==> config.mk <==
export PLATFORM = sky130hd
export DESIGN_NAME = cmd_recovery_timer
export DESIGN_NICKNAME = d
export VERILOG_FILES = /design/src/rtl/rec_pkg.sv /design/src/rtl/rec_trigger.sv /design/src/rtl/rec_chan_timer.sv /design/src/rtl/cmd_recovery_timer.sv
export SDC_FILE = /design/constraint.sdc
export NUM_CORES = 1
export LEC_CHECK = 0
export ABC_AREA = 1
export CAP_MARGIN = 20
export CORE_MARGIN = 10
export CORE_UTILIZATION = 43
export DETAILED_ROUTE_END_ITERATION = 7
export HOLD_SLACK_MARGIN = 0.02
export PLACE_DENSITY_LB_ADDON = 0.08
export SYNTH_ARGS = -nofsm -noshare
export SYNTH_HDL_FRONTEND = slang
export SYNTH_SLANG_ARGS = --single-unit
==> constraint.sdc <==
create_clock -name clk -period 1.3 [get_ports clk]
set_clock_uncertainty 0.05 [all_clocks]
set_input_delay 0.13 -clock clk [delete_from_list [all_inputs] [get_ports clk]]
set_output_delay 0.13 -clock clk [all_outputs]
set_load 0.05 [all_outputs]
==> src/rtl/rec_pkg.sv <==
package rec_pkg;
  parameter int REC_NCH   = 4;
  parameter int REC_CNT_W = 12;
endpackage

==> src/rtl/rec_trigger.sv <==
module rec_trigger #(
  parameter int CNT_W = rec_pkg::REC_CNT_W
) (
  input  logic             access,
  input  logic             enable,
  input  logic [CNT_W-1:0] period,
  output logic             fire
);
  // a load is only meaningful on an enabled channel with a non-zero period
  assign fire = access && enable && (period != '0);
endmodule

==> src/rtl/rec_chan_timer.sv <==
module rec_chan_timer #(
  parameter int CNT_W = rec_pkg::REC_CNT_W
) (
  input  logic             clk,
  input  logic             rst_n,
  input  logic             fire,
  input  logic             enable,
  input  logic [CNT_W-1:0] period,
  output logic             busy
);
  logic [CNT_W-1:0] cnt;

  always_ff @(posedge clk) begin
    if (!rst_n)          cnt <= '0;
    else if (!enable)    cnt <= '0;
    else if (fire)       cnt <= period;
    else if (cnt != '0)  cnt <= cnt - 1'b1;
  end

  assign busy = (cnt != '0);

  // a load takes the period presented at the access
  p_load_r2: assert property (@(posedge clk) disable iff (!rst_n)
    fire |=> (busy && cnt == $past(period)));

  // steady countdown between accesses
  p_tick_r3: assert property (@(posedge clk) disable iff (!rst_n)
    (enable && !fire && cnt != '0) |=> (cnt == $past(cnt) - 1'b1));

  // disabled channel reads idle on the next cycle
  p_off_r5: assert property (@(posedge clk) disable iff (!rst_n)
    !enable |=> !busy);

  // an idle timer stays idle without a load
  p_idle_r6: assert property (@(posedge clk) disable iff (!rst_n)
    (!busy && !fire) |=> !busy);
endmodule

==> src/rtl/cmd_recovery_timer.sv <==
module cmd_recovery_timer #(
  parameter int NCH   = rec_pkg::REC_NCH,
  parameter int CNT_W = rec_pkg::REC_CNT_W
) (
  input  logic                 clk,
  input  logic                 rst_n,
  input  logic [NCH-1:0]       cmd_access,
  input  logic [NCH-1:0]       chan_en,
  input  logic [NCH*CNT_W-1:0] period_flat,
  output logic [NCH-1:0]       settle_busy
);
  localparam int PW = NCH * CNT_W;

  logic [NCH-1:0] fire;

  // one independent trigger and timer per channel
  for (genvar c = 0; c < NCH; c++) begin : g_chan
    logic [CNT_W-1:0] per_c;
    assign per_c = period_flat[c*CNT_W +: CNT_W];

    rec_trigger #(.CNT_W(CNT_W)) i_trig (
      .access (cmd_access[c]),
      .enable (chan_en[c]),
      .period (per_c),
      .fire   (fire[c])
    );

    rec_chan_timer #(.CNT_W(CNT_W)) i_tmr (
      .clk    (clk),
      .rst_n  (rst_n),
      .fire   (fire[c]),
      .enable (chan_en[c]),
      .period (per_c),
      .busy   (settle_busy[c])
    );
  end

  // the cycle after reset every flag is clear
  p_reset_r7: assert property (@(posedge clk)
    !rst_n |=> (settle_busy == '0));

  initial begin
    if (PW != NCH * CNT_W) $error("period port width mismatch");
  end
endmodule

==> reports/results.txt <==
status - finished with violations
failing checks - negative setup slack
max_slew headroom - 0.798
clock power share - 0.127
critical path startpoint - g_chan[3].i_tmr.cnt[8]$_SDFFE_PN0P_
antenna viol nets, final - 0
Clock transition at path regs - 100 ps
PwrDens - 1640 nW/um^2
Critical Path End - settle_busy[3]
WL/cell - 15.0 um
VDD IR-drop max - 1100 uV
drt drc - 0
Max Freq - 607 MHz
TritonCTS clock tree - done
CP startpoint kind - flop
layout net count - 789
P_leak - 0.00272 uW
part of the cycle the worst path needs - 1.27
vias in the first global route - 4165
CTS Hold Bufs - 0
largest net degree at the start of global routing - 15
via count - 4113
sw power - 4220 uW
slowest CP cell - dfxtp_1
drt pass-1 iters - 4
dpl cell area - 4710 sq um
Worst Path Buf+Inv - 2
grt ovf - 0
Mapped Area - 3280 sq um
Max Buffers Root-to-Sink - 2
syn_area_per_cell - 6.09 sq um
YS warnings - 0
reg-to-reg startpoint - g_chan[3].i_tmr.cnt[1]$_SDFFE_PN0P_
Worst Max-Slew Pin Slew - 302 ps
crit path DAT - 1470 ps
Largest register FFs - 48
final setup violation count - 52
core region area - 7330 sq um
Worst path depth - 4
Switching Fraction - 0.437
diodes inserted - 0
RSZ-0062 raised after global routing - yes
worst endpoint required time - 1120 ps
Net Count, Synth - 605
HPWL after DPL - 7390 um
DRT iter0 DRCs - 140
Logic pwr share - 0.675
root buffer cell - clkbuf_8
num rows - 31
die width - 107 um
IO Count - 62
Cells after DPL - 779
clock sinks - 48
initial antenna violation count - 0
first-pass GRT wire length - 18500 um
synth unique cells - 24
Starting Density - 0.448
routability cong. - 0.880
crit-path max FO - 3
share of post-route cells with drive strength above 1 - 0.420
Via density - 5.00
Largest Register - g_chan.i_tmr.cnt
Hold Crit Start - period_flat[33]
sequential fraction of the synthesis area - 0.293
DIE HEIGHT - 107 um
CP Cell Sequence - nor3_1 -> nand4_1 -> buf_4 -> buf_12
worst reg2reg setup slack - -230 ps
Setup WS post-layout - -347 ps
input/output buffers - 61
Total Wirelength - 12400 um
CTS H-tree lvls - 2
die area - 11500 sq um
Max Cap Viol - 0
Crit. End Element - output port
Pint - 5440 uW
GRT Util Overall - 0.191
Top Registers - g_chan.i_tmr.cnt: 48 flops
hold slack final - 348 ps
Inserted Clock Buffers - 5
Synth-to-Final Area Change - 79.2%
Crit path max-delay family - simple AND/OR/NAND/NOR gates
Final Max Tran Viols - 0
r2r endpoint - g_chan[3].i_tmr.cnt[8]$_SDFFE_PN0P_
Worst Hold Class - input port to flop
crit-path max cell delay - 360 ps
final core occ - 0.803
synthesized flop and latch total - 48
min Tclk post-route - 1650 ps
Seq pwr share - 0.198
crit path kind - flop to output port
dpl ws - -373 ps
Non-Filler Instances - 823
design area - 5880 sq um
final hold vios - 0
worst r2r path cells - 10
worst skew pair latency - 300 ps
Synth Instances - 539
==> tightest hold or removal path, stage by stage <==
cell and delay (ps):
clkdlybuf4s50_1 420, nand2_1 70, a21oi_1 60
==> power groups by stage <==
stage	registers (uW)	clock network, uW	logic (uW)
after detailed placement	1880	0	4370
after floorplan	1870	0	2850
after global routing	1940	1290	7010
after CTS	1870	1230	5440
final	1910	1230	6520
after global placement	1870	0	4290
==> synthesized netlist by cell type <==
master	n	share of area
ha_1	8	0.030
inv_1	53	0.061
buf_6	2	0.0069
buf_2	2	0.0030
nand2_1	165	0.19
clkbuf_1	3	0.0034
buf_4	4	0.0091
xor2_1	14	0.037
nor2_2	15	0.029
buf_8	1	0.0046
nand2_4	2	0.0069
nor2_1	80	0.091
nand3b_1	2	0.0046
xnor2_1	10	0.027
o21ai_0	11	0.017
nand2_2	2	0.0038
nand4_1	3	0.0057
a21oi_1	42	0.064
dfxtp_1	48	0.29
a21oi_4	1	0.0050
inv_2	3	0.0034
nor3_1	5	0.0076
nand3_1	56	0.085
or2_1	7	0.013
==> cell usage in the layout (no fill, tap or decap), drive strengths merged <==
cell | synthesis | routed
clkbuf | 3 | 7
dfxtp | 48 | 48
nand2 | 169 | 170
nand3b | 2 | 2
xor2 | 14 | 14
buf | 9 | 130
inv | 56 | 56
nand3 | 56 | 56
nor2 | 95 | 95
ha | 8 | 8
clkdlybuf4s50 | 0 | 57
nand4 | 3 | 3
or2 | 7 | 7
xnor2 | 10 | 10
nor3 | 5 | 5
a21oi | 43 | 44
bufinv | 0 | 1
o21ai | 11 | 11
==> what timing repair did <==
action / 4_1_cts / 5_1_grt
buffers inserted: 33 / 13
gates resized for setup: 100 / 106
pin swaps: 58 / 70
gates cloned: 2 / 0
setup endpoints to repair: 49 / 52
==> per-layer routing <==
layer | GRT usage | part of all wire
met2 | 0.350 | 0.53
met1 | 0.214 | 0.41
met5 | 0 | 0
met4 | 0.0630 | 0.026
met3 | 0.0377 | 0.038
==> layout make-up <==
cell class | count | area [sq um]
fillers | 465 | 1450
inverters | 56 | 220
clock buffers | 7 | 96.3
repair buffers | 187 | 1690
multi-input cells | 425 | 2740
flip-flops and latches | 48 | 980
well taps | 99 | 124
clock inverters | 1 | 30.0
==> how the worst min path moves through the flow <==
stage | end | slack [ps] | cells past startpoint
after global routing | g_chan[2].i_tmr.cnt[9]$_SDFFE_PN0P_ | 360 | 3
after detailed placement | g_chan[0].i_tmr.cnt[10]$_SDFFE_PN0P_ | 500 | 4
final | g_chan[2].i_tmr.cnt[9]$_SDFFE_PN0P_ | 350 | 3
after global placement | g_chan[0].i_tmr.cnt[10]$_SDFFE_PN0P_ | 490 | 4
after floorplan | g_chan[2].i_tmr.cnt[2]$_SDFFE_PN0P_ | 230 | 2
after CTS | g_chan[1].i_tmr.cnt[2]$_SDFFE_PN0P_ | 350 | 3
==> stage by stage <==
stage / power, uW / setup TNS, ps
after floorplan: 4720 / -9.01
after global placement: 6160 / -11380
after detailed placement: 6250 / -13530
after CTS: 8540 / -4990
after global routing: 10200 / -10760
final: 9660 / -7620
==> cell families after synthesis <==
logic type,Yosys count,share of synthesized area
AO/OA/AOI/OAI,54,0.0857
XOR/XNOR,24,0.0640
adder cells (fa/ha/maj),8,0.0305
buffers and inverters,68,0.0911
flip-flops,48,0.293
AND/OR/NAND/NOR,337,0.436
Note: power is estimated with default switching activity, not from simulation.
